--- config.mk ---
export PLATFORM = sky130hd
export DESIGN_NAME = rxbuf_top
export DESIGN_NICKNAME = d
export VERILOG_FILES = /design/src/rtl/rxbuf_pkg.sv /design/src/rtl/rxbuf_ctrl.sv /design/src/rtl/rxbuf_datapath.sv /design/src/rtl/rxbuf_top.sv
export SDC_FILE = /design/constraint.sdc
export NUM_CORES = 2
export LEC_CHECK = 0
export BUFFER_PORTS_ARGS = -buffer_cell sky130_fd_sc_hd__buf_2
export CORE_UTILIZATION = 45
export CTS_CLUSTER_DIAMETER = 30
export CTS_CLUSTER_SIZE = 14
export DETAILED_ROUTE_END_ITERATION = 16
export GPL_TIMING_DRIVEN = 0
export PLACE_DENSITY_LB_ADDON = 0.3
export REMOVE_ABC_BUFFERS = 1
export SLEW_MARGIN = 20
export SYNTH_ARGS = -nofsm -noshare
export SYNTH_HDL_FRONTEND = slang
export SYNTH_SLANG_ARGS = --single-unit
--- constraint.sdc ---
create_clock -name clk -period 9.7 [get_ports clk]
set_clock_uncertainty 0.2 [all_clocks]
set_input_delay 2.425 -clock clk [delete_from_list [all_inputs] [get_ports clk]]
set_output_delay 2.425 -clock clk [all_outputs]
set_load 0.05 [all_outputs]
--- src/rtl/rxbuf_pkg.sv ---
package rxbuf_pkg;

  typedef enum logic [1:0] {
    ST_IDLE,
    ST_RECV,
    ST_HDR0,
    ST_HDR1
  } rxbuf_state_t;

  typedef struct packed {
    logic allocFirst;
    logic allocNext;
    logic writeData;
    logic endBeat;
    logic writeStat;
    logic writeCnt;
    logic commit;
    logic dropCur;
  } rxbuf_strobe_t;

endpackage

--- src/rtl/rxbuf_ctrl.sv ---
module rxbuf_ctrl
  import rxbuf_pkg::*;
(
  input  logic          clk,
  input  logic          rstN,
  input  logic          rxEnable,
  input  logic          keepBadCrc,
  input  logic          rxValid,
  input  logic          rxSof,
  input  logic          rxEof,
  input  logic          rxAddrMatch,
  input  logic          anyFree,
  input  logic          qFull,
  input  logic          needPage,
  input  logic          atLimit,
  input  logic          badEnd,
  output rxbuf_strobe_t st
);

  rxbuf_state_t state, nxt;

  always_comb begin
    st  = '0;
    nxt = state;
    unique case (state)
      ST_IDLE: begin
        if (rxValid && rxSof && rxEnable && rxAddrMatch && anyFree && !qFull) begin
          st.allocFirst = 1'b1;
          st.writeData  = 1'b1;
          if (rxEof) begin
            st.endBeat = 1'b1;
            nxt        = ST_HDR0;
          end else begin
            nxt = ST_RECV;
          end
        end
      end
      ST_RECV: begin
        if (rxValid) begin
          if (needPage && (atLimit || !anyFree)) begin
            st.dropCur = 1'b1;
            nxt        = ST_IDLE;
          end else begin
            st.writeData = 1'b1;
            st.allocNext = needPage;
            if (rxEof) begin
              st.endBeat = 1'b1;
              nxt        = ST_HDR0;
            end
          end
        end
      end
      ST_HDR0: begin
        st.writeStat = 1'b1;
        nxt          = ST_HDR1;
      end
      ST_HDR1: begin
        st.writeCnt = 1'b1;
        if (!badEnd || keepBadCrc) st.commit  = 1'b1;
        else                       st.dropCur = 1'b1;
        nxt = ST_IDLE;
      end
      default: nxt = ST_IDLE;
    endcase
  end

  always_ff @(posedge clk) begin
    if (!rstN) state <= ST_IDLE;
    else       state <= nxt;
  end

  AST_HDR_SEQ: assert property (@(posedge clk) disable iff (!rstN)
    (state == ST_HDR0) |=> (state == ST_HDR1));

endmodule

--- src/rtl/rxbuf_datapath.sv ---
module rxbuf_datapath
  import rxbuf_pkg::*;
#(
  parameter int DATA_W     = 16,
  parameter int PAGE_WORDS = 128,
  parameter int NUM_PAGES  = 32,
  parameter int MAX_PAGES  = 4,
  parameter int QDEPTH     = 4,
  localparam int PG_W      = $clog2(NUM_PAGES),
  localparam int OFF_W     = $clog2(PAGE_WORDS),
  localparam int ADDR_W    = PG_W + OFF_W
)(
  input  logic              clk,
  input  logic              rstN,
  input  rxbuf_strobe_t     st,
  input  logic [DATA_W-1:0] rxData,
  input  logic              rxOddLast,
  input  logic              rxCrcBad,
  input  logic              relCmd,
  output logic              anyFree,
  output logic              qFull,
  output logic              needPage,
  output logic              atLimit,
  output logic              badEnd,
  output logic              memWe,
  output logic [ADDR_W-1:0] memAddr,
  output logic [DATA_W-1:0] memData,
  output logic              topValid,
  output logic [PG_W-1:0]   topPkt,
  output logic              rxIrq
);

  localparam int SLOT_W = $clog2(MAX_PAGES + 1);
  localparam int SL_W   = (MAX_PAGES > 1) ? $clog2(MAX_PAGES) : 1;
  localparam int IDX_W  = $clog2(MAX_PAGES * PAGE_WORDS) + 1;
  localparam int Q_W    = (QDEPTH > 1) ? $clog2(QDEPTH) : 1;

  logic [NUM_PAGES-1:0] freeMap, allocMask, relMask, dropMask;
  logic [PG_W-1:0]      pageTab [NUM_PAGES][MAX_PAGES];
  logic [SLOT_W-1:0]    pageCnt [NUM_PAGES];
  logic [PG_W-1:0]      curPkt, curPage, allocIdx, wrPage;
  logic [SLOT_W-1:0]    curCnt;
  logic [IDX_W-1:0]     wordIdx, dataWords;
  logic [OFF_W-1:0]     wrOff;
  logic                 oddR, badR;
  logic [PG_W-1:0]      qMem [QDEPTH];
  logic [Q_W-1:0]       qRd, qWr;
  logic [Q_W:0]         qCount;
  logic                 doPop, doPush, doAlloc;

  // lowest-index free page search
  always_comb begin
    allocIdx = '0;
    anyFree  = 1'b0;
    for (int i = NUM_PAGES - 1; i >= 0; i--) begin
      if (freeMap[i]) begin
        allocIdx = PG_W'(i);
        anyFree  = 1'b1;
      end
    end
  end

  assign doAlloc  = st.allocFirst | st.allocNext;
  assign needPage = (wordIdx[OFF_W-1:0] == '0);
  assign atLimit  = (curCnt == SLOT_W'(MAX_PAGES));
  assign badEnd   = badR;
  assign topValid = (qCount != '0);
  assign rxIrq    = topValid;
  assign qFull    = (qCount == (Q_W+1)'(QDEPTH));
  assign topPkt   = qMem[qRd];
  assign doPop    = relCmd && topValid;
  assign doPush   = st.commit;

  always_comb begin
    allocMask = '0;
    relMask   = '0;
    dropMask  = '0;
    if (doAlloc) allocMask[allocIdx] = 1'b1;
    for (int k = 0; k < MAX_PAGES; k++) begin
      if (doPop && (SLOT_W'(k) < pageCnt[topPkt])) relMask[pageTab[topPkt][k]] = 1'b1;
      if (st.dropCur && (SLOT_W'(k) < curCnt))     dropMask[pageTab[curPkt][k]] = 1'b1;
    end
  end

  // write port: payload, then status, then byte count
  assign dataWords = wordIdx - IDX_W'(2);
  always_comb begin
    memWe   = st.writeData | st.writeStat | st.writeCnt;
    wrPage  = curPkt;
    wrOff   = '0;
    memData = '0;
    if (st.writeData) begin
      wrPage  = doAlloc ? allocIdx : curPage;
      wrOff   = st.allocFirst ? OFF_W'(2) : wordIdx[OFF_W-1:0];
      memData = rxData;
    end else if (st.writeStat) begin
      memData = DATA_W'({oddR, badR});
    end else if (st.writeCnt) begin
      wrOff   = OFF_W'(1);
      memData = DATA_W'({dataWords, 1'b0}) - DATA_W'(oddR);
    end
  end
  assign memAddr = {wrPage, wrOff};

  always_ff @(posedge clk) begin
    if (!rstN) begin
      freeMap <= '1;
      curPkt  <= '0;
      curPage <= '0;
      curCnt  <= '0;
      wordIdx <= IDX_W'(2);
      oddR    <= 1'b0;
      badR    <= 1'b0;
      qRd     <= '0;
      qWr     <= '0;
      qCount  <= '0;
    end else begin
      freeMap <= (freeMap | relMask | dropMask) & ~allocMask;
      if (st.allocFirst) begin
        curPkt  <= allocIdx;
        curPage <= allocIdx;
        curCnt  <= SLOT_W'(1);
        wordIdx <= IDX_W'(3);
      end else if (st.writeData) begin
        wordIdx <= wordIdx + IDX_W'(1);
        if (st.allocNext) begin
          curPage <= allocIdx;
          curCnt  <= curCnt + SLOT_W'(1);
        end
      end
      if (st.endBeat) begin
        oddR <= rxOddLast;
        badR <= rxCrcBad;
      end
      if (doPush) qWr <= (qWr == Q_W'(QDEPTH - 1)) ? '0 : qWr + Q_W'(1);
      if (doPop)  qRd <= (qRd == Q_W'(QDEPTH - 1)) ? '0 : qRd + Q_W'(1);
      qCount <= qCount + (Q_W+1)'(doPush) - (Q_W+1)'(doPop);
    end
  end

  // page lists and queue storage need no reset
  always_ff @(posedge clk) begin
    if (st.allocFirst) pageTab[allocIdx][0] <= allocIdx;
    if (st.allocNext)  pageTab[curPkt][curCnt[SL_W-1:0]] <= allocIdx;
    if (doPush) begin
      pageCnt[curPkt] <= curCnt;
      qMem[qWr]       <= curPkt;
    end
  end

  AST_ALLOC_FREE: assert property (@(posedge clk) disable iff (!rstN)
    doAlloc |-> freeMap[allocIdx]);
  AST_DROP_FREED: assert property (@(posedge clk) disable iff (!rstN)
    st.dropCur |=> ((freeMap & $past(dropMask)) == $past(dropMask)));
  AST_IRQ_SOURCE: assert property (@(posedge clk) disable iff (!rstN)
    $rose(rxIrq) |-> $past(st.commit));
  AST_QUEUE_BOUND: assert property (@(posedge clk) disable iff (!rstN)
    qCount <= (Q_W+1)'(QDEPTH));
  AST_POP_COUNT: assert property (@(posedge clk) disable iff (!rstN)
    (doPop && !doPush) |=> (qCount == $past(qCount) - (Q_W+1)'(1)));

endmodule

--- src/rtl/rxbuf_top.sv ---
module rxbuf_top
  import rxbuf_pkg::*;
#(
  parameter int DATA_W     = 16,
  parameter int PAGE_WORDS = 128,
  parameter int NUM_PAGES  = 32,
  parameter int MAX_PAGES  = 4,
  parameter int QDEPTH     = 4,
  localparam int PG_W      = $clog2(NUM_PAGES),
  localparam int OFF_W     = $clog2(PAGE_WORDS)
)(
  input  logic                  clk,
  input  logic                  rstN,
  input  logic                  rxEnable,
  input  logic                  keepBadCrc,
  input  logic                  rxValid,
  input  logic                  rxSof,
  input  logic                  rxEof,
  input  logic [DATA_W-1:0]     rxData,
  input  logic                  rxOddLast,
  input  logic                  rxAddrMatch,
  input  logic                  rxCrcBad,
  output logic                  memWe,
  output logic [PG_W+OFF_W-1:0] memAddr,
  output logic [DATA_W-1:0]     memData,
  input  logic                  relCmd,
  output logic                  topValid,
  output logic [PG_W-1:0]       topPkt,
  output logic                  rxIrq
);

  rxbuf_strobe_t st;
  logic anyFree, qFull, needPage, atLimit, badEnd;

  rxbuf_ctrl u_ctrl (
    .clk(clk), .rstN(rstN), .rxEnable(rxEnable), .keepBadCrc(keepBadCrc),
    .rxValid(rxValid), .rxSof(rxSof), .rxEof(rxEof), .rxAddrMatch(rxAddrMatch),
    .anyFree(anyFree), .qFull(qFull), .needPage(needPage), .atLimit(atLimit),
    .badEnd(badEnd), .st(st)
  );

  rxbuf_datapath #(
    .DATA_W(DATA_W), .PAGE_WORDS(PAGE_WORDS), .NUM_PAGES(NUM_PAGES),
    .MAX_PAGES(MAX_PAGES), .QDEPTH(QDEPTH)
  ) u_dp (
    .clk(clk), .rstN(rstN), .st(st), .rxData(rxData), .rxOddLast(rxOddLast),
    .rxCrcBad(rxCrcBad), .relCmd(relCmd), .anyFree(anyFree), .qFull(qFull),
    .needPage(needPage), .atLimit(atLimit), .badEnd(badEnd), .memWe(memWe),
    .memAddr(memAddr), .memData(memData), .topValid(topValid), .topPkt(topPkt),
    .rxIrq(rxIrq)
  );

endmodule

; After elaboration in Yosys (flattened, before gate mapping)
; Memories as Yosys holds them, arrays and structs flattened. A register that Yosys moved wholly into a read port is not among the register bits.
; Index checks and enable logic that the tools add are counted.
[totals]
n_memories = 3
ff_bits = 66
output_inout_bits = 36
latch_bits = 0
inputBits = 27
mem_bits_ro = 0
mem_bits_rw = 756
[classes]
n_shift = 0
order_cmp = 28
bitwise_logic = 15
n_mux = 146
n_reduce_logical = 40
n_div = 0
eq_ne = 10
addsub = 8
mul = 0
[memory_table]
columns = memory, depth, width, rd, rd_clocked_by_memory_dff, write_ports, line
row1 = u_dp.pageTab, 32, 20, 2, 1, 1, rxbuf_datapath.sv:39  ; logic [PG_W-1:0] pageTab [NUM_PAGES][MAX_PAGES];
row2 = u_dp.pageCnt, 32, 3, 1, 0, 1, rxbuf_datapath.sv:40  ; logic [SLOT_W-1:0] pageCnt [NUM_PAGES];
row3 = u_dp.qMem, 4, 5, 1, 1, 1, rxbuf_datapath.sv:46  ; logic [PG_W-1:0] qMem [QDEPTH];
[op_table]
columns = cell, n
row1 = $mux 32, 9
row2 = $or 32x32->32, 8
row3 = $mux 5, 41
row4 = $mux 1, 61
row5 = $mux 20, 3
row6 = $lt 5x6->1 const B, 9
row7 = $mux 16, 3
row8 = $demux 1 s5, 9
row9 = $ge 5x1->1 const B, 9
row10 = $and 32x32->32, 1
row11 = $not 32->32, 1
row12 = $logic_and 1x1->1, 25
row13 = $mux 2, 11
row14 = $mux 7, 3
row15 = $reduce_or 20->1, 1
row16 = $lt 1x3->1 const A, 4
row17 = $lt 2x3->1 const A, 4
row18 = $sub 11x1->12, 1
row19 = $add 10x1->10 const B, 1
row20 = $demux 5 s2, 1
row21 = $sub 10x2->10 const B, 1
row22 = $eq 2x2->1 const B, 4
row23 = $pmux 2 s4, 1
row24 = $logic_not 7->1, 1
row25 = other kinds (25), 35

; Longest topological paths before layout
[logic_depth]
word_depth = 48
depth_mapped = 19
ltp_nobuf = 12

; By module
; Synthesis repeated with hierarchy kept, for this count alone.
[unflattened]
hier_cells = 3046
area_unflattened_um2 = 41967.8
[by_module_without_submodules]
columns = module, n_inst, seq_area_each_um2, cells_each, area_per_inst_um2
row1 = rxbuf_datapath, 1, 24123.1, 3011, 41707.5
row2 = rxbuf_ctrl, 1, 40.0, 35, 260.2

; Least setup slack after synthesis
; No wires, ideal clock.
[synth_timing]
path_kind = register to output
from = register u_dp.freeMap[19]
to = output port memAddr[9]
slack_ns = 0.222
t_arrival_ns = 6.853
stages_incl_launch_ff = 9
path_buffers = 0
cell_sequence = dfxtp_1 -> nor4_1 -> nand2_1 -> a21bo_2 -> a21boi_1 -> clkinv_1 -> nor2_1 -> a21oi_1 -> a21oi_1
[synth_via]
elab_cells_between_ends = 55
cone_classes = 49 x mux / 1 x bitwise / 5 x reduce/logical
[synth_lines]
columns = item, line
row1 = from (decl), rxbuf_datapath.sv:38  ; logic [NUM_PAGES-1:0] freeMap, allocMask, relMask, dropMask;
row2 = from (signal assigned), rxbuf_datapath.sv:118  ; freeMap <= (freeMap | relMask | dropMask) & ~allocMask;
row3 = $mux 5 (20 in series), rxbuf_datapath.sv:56  ; if (freeMap[i]) begin
row4 = net u_dp.allocIdx[2], rxbuf_datapath.sv:41  ; logic [PG_W-1:0] curPkt, curPage, allocIdx, wrPage;
row5 = $mux 5, rxbuf_datapath.sv:93  ; wrPage = doAlloc ? allocIdx : curPage;
row6 = $mux 5, rxbuf_datapath.sv:92  ; if (st.writeData) begin
row7 = to (decl), rxbuf_top.sv:24  ; output logic [PG_W+OFF_W-1:0] memAddr,
; The timed path passes the listed nets, and every way through them passes these cells.

; Worst setup path in the final report
[layout_timing]
from = register u_dp.freeMap[6]
to = output port memData[0]
[layout_via]
elab_chain_cells = 14
elab_cells_between_ends = 17
cone_classes = 12 x mux / 5 x reduce/logical
[layout_rtl]
columns = item, line
row1 = $mux 1 * (7 in series), rxbuf_datapath.sv:56
row2 = $logic_not 1->1, rxbuf_ctrl.sv:40  ; if (needPage && (atLimit || !anyFree)) begin
row3 = $logic_or 1x1->1, rxbuf_ctrl.sv:40
row4 = $logic_and 1x1->1, rxbuf_ctrl.sv:40
row5 = $mux 3, rxbuf_ctrl.sv:40
row6 = $mux 3, rxbuf_ctrl.sv:39  ; if (rxValid) begin
row7 = $pmux 2 s2 *, rxbuf_ctrl.sv:25  ; unique case (state)
row8 = $mux 16 *, rxbuf_datapath.sv:92
row9 = to (decl), rxbuf_top.sv:25  ; output logic [DATA_W-1:0] memData,
; Every way passes the cells marked *; elsewhere a longest branch is shown, timed or not.

==> results.toml <==
[status]
status = "complete, no violations"

[logic_synthesis]
avgSynthCellArea_sq_um = 14.2
synth_top_cell_area_share_pct = 54.2
netlist_area_sq_um = 41900
syn_inst = 2953
ys.flop_type = "edfxtp_1"
ys_seq_area_share_pct = 57.7
synthArstFlopShare_pct = 0
synth-edff-count = 756
ys_ff_latch = 829
yosys.cell_types.count = 94
synth_area_leaders = "edfxtp_1, mux4_2, mux2i_1, dfxtp_1, o22ai_1"
yosysWarningCount = 0
yosys.area.top_type = "edfxtp_1"

[min_path]
hold_end = "u_dp.qRd[1]"
min_path_cells = 2
hp-class = "reg2reg"
min_from = "u_dp.qRd[1]"

[grt]
grt_overflow = 0
grt_pass1_wl_mm = 205
grt_max_degree = 68
grt_use_total_pct = 30.0
antenna_found_initial = 2
grt_pass1_vias = 29524

[clock_network]
htreeDepth = 4
clk_latency_ps = 780
ctsLongestPathBuffers = 3
ctsResizeCount = 0
path_clk_slew_ps = 50
post-cts-setup-buffer-count = 0
cts-root-buf = "clkbuf_16"
numCtsBuffers = 171
cts.sinks = 829
cts_tree = "yes"
ctsHoldBuffers = 0

[cells_and_area]
final_cells = 4453
nNetsFinal = 3108
syn2layout_area_growth_pct = 20.1
n_fill_cell = 7324
layout-drive-gt1-share_pct = 24.0

[pwr]
intPower_mw = 7.96
seqPwrFrac_pct = 37.2
p_comb_share_pct = 6.8
p_per_area_nw_per_um2 = 208
power_leakage_nw = 15.7
peakVddDrop_mv = 0.189
switching_share_pct = 24.0
pwr-share-clk_pct = 56.0
p_sw_mw = 2.51

[setup_path]
r2r_setup_slack_ps = 2960
cp_slowest_cell = "nor4_1"
critPathBufInv = 1
rr_worst_depth = 12
critical_path_class = "reg2out"
r2r_end = "u_dp.freeMap[2]"
crit_chain = "nor4_1, nand4_1, or2_2, nand2_1, or3_1, o21ai_4, a22o_1, buf_2"
path_max_fanout = 35
crit_path_start_kind = "flip-flop"
worstPathArrival_ps = 5110
slowest_delay_ps = 1010
crit_required_ps = 7080
end_kind = "output pin"
crit_family = "simple AND/OR/NAND/NOR gates"

[floorplan]
start_util_pct = 45.6
rows = 111
die_w_um = 307
die-area_sq_um = 94400
die_h_um = 307
coreArea_sq_um = 91900
io_pins = 63

[drt]
drtPass1Iterations = 6
drc = 0
wl_per_cell_um = 31.8
drt_first_iter_violations = 3648
via_count = 29779
vias_per_cell = 6.69
routed_wl_mm = 142
antenna_left = 0

[run]
drv_cap = 0

[placed_design]
io_buffers = 62
placed_cells = 4131
gp_congestion = 0.937
dpl.hpwl_mm = 97.4

[sta]
period_minus_slack_ps = 7740
fmax_mhz = 129
maxSlewViolCount = 0
slew_headroom_pct = 13.7
setup_viol = 0
finalCritPeriodShare_pct = 79.8
worst_pin_slew_ps = 1260
rsz0062_at_grt = "no"
holdWs_ps = 287
final-hold-violation-count = 0
## how the worst max path moves through the flow
stage | start | to | slack [ps] | depth (start not counted)
2_1_floorplan | u_dp.freeMap[31] | u_dp.pageTab[13][10] | -1250 | 10
3_3_place_gp | u_dp.freeMap[30] | u_dp.pageTab[29][10] | -13830 | 10
3_5_place_dp | rxValid | u_dp.pageTab[17][10] | 1970 | 10
4_1_cts | u_dp.freeMap[6] | memData[0] | 2040 | 8
5_1_grt | u_dp.freeMap[6] | memData[0] | 1890 | 8
6_report | u_dp.freeMap[6] | memData[0] | 1960 | 8
## flip-flops by register name, summed over array words and instances (netlist names), 3 cells and up, named ones only
| name | flops |
|---|---|
| u_dp.pageCnt | 96 |
| u_dp.curPkt | 5 |
| u_dp.curPage | 5 |
| u_dp.pageTab | 640 |
| u_dp.freeMap | 32 |
| u_dp.curCnt | 3 |
| u_dp.qCount | 3 |
| u_dp.qMem | 20 |
| u_dp.wordIdx | 10 |
## layout by cell type, fill, tap and decap left out, types with 35 or more instances in the layout
master	instances
a21oi_1	66
a22oi_1	84
buf_16	35
buf_2	69
clkbuf_16	173
dfxtp_1	65
edfxtp_1	756
mux2i_1	311
mux4_2	221
nand2_1	162
nand3_1	70
nor2_1	184
nor3_1	88
nor4_2	46
o21ai_0	39
o22ai_1	119
## layout make-up
class | count | area, sq um | share of cell area [%]
clock inverters | 122 | 1450 | 2.87
diodes | 2 | 5.00 | 0.00994
inverters | 34 | 128 | 0.254
repair buffers | 129 | 1700 | 3.38
well taps | 1243 | 1560 | 3.09
multi-input cells | 1896 | 16900 | 33.6
clock buffers | 198 | 4420 | 8.79
flip-flops and latches | 829 | 24200 | 48.0
## worst reg2reg max path, delay by kind of cell, from the launching register on
kind                   cells  cell delay (ps)
AOI/OAI and AO/OA          3              800
buffers and inverters      1              850
DFF                        1              600
muxes                      2              570
and+or+nand+nor            6             3530
## cells in the mapped netlist (68+ instances only)
cell and count:
nand2_1 162, nand3_1 73, clkbuf_1 88, dfxtp_1 73, nor4_1 69, nor3_1 91, edfxtp_1 756, nor2_1 186
o22ai_1 119, mux2i_1 314, a22oi_1 84, a21oi_1 68, mux4_2 223
## per-layer routing
metal	wire length [um]	vias up	global-route usage, %
met1	52800	14966	38.3
li1	-	12293	-
met2	66300	2085	47.4
met3	15700	435	8.05
met5	0	-	0
met4	6910	0	14.7
## cells by family after synthesis
group | Yosys count | share of synthesized area, %
buffers and inverters | 228 | 3.14
AO/OA/AOI/OAI | 481 | 7.99
adder cells (fa/ha/maj) | 20 | 0.615
multiplexers | 558 | 20.1
XOR/XNOR | 25 | 0.522
AND/OR/NAND/NOR | 812 | 10.0
flip-flops | 829 | 57.7
## power by group through the flow
stage,combinational [mW],clock (mW),sequential [mW]
after floorplan,0.594,0,3.96
after global placement,0.803,0,3.97
after detailed placement,0.700,0,3.96
after CTS,0.704,5.90,3.90
after global routing,0.748,6.08,3.89
final,0.712,5.86,3.89
## through the flow
stage / total power [mW] / setup WS [ps] / TNS, ps / instance area (sq um) / util (%)
global route: 10.7 / 1890 / 0 / 50300 / 54.7
detailed placement: 4.66 / 1970 / 0 / 44400 / 48.3
global placement: 4.77 / -13830 / -8502930 / 42600 / 46.3
floorplan: 4.55 / -1250 / -658820 / 40700 / -
CTS: 10.5 / 2040 / 0 / 50300 / 54.7
finish: 10.5 / 1960 / 0 / 50300 / 54.8
Note: power is estimated with default switching activity, not from simulation.
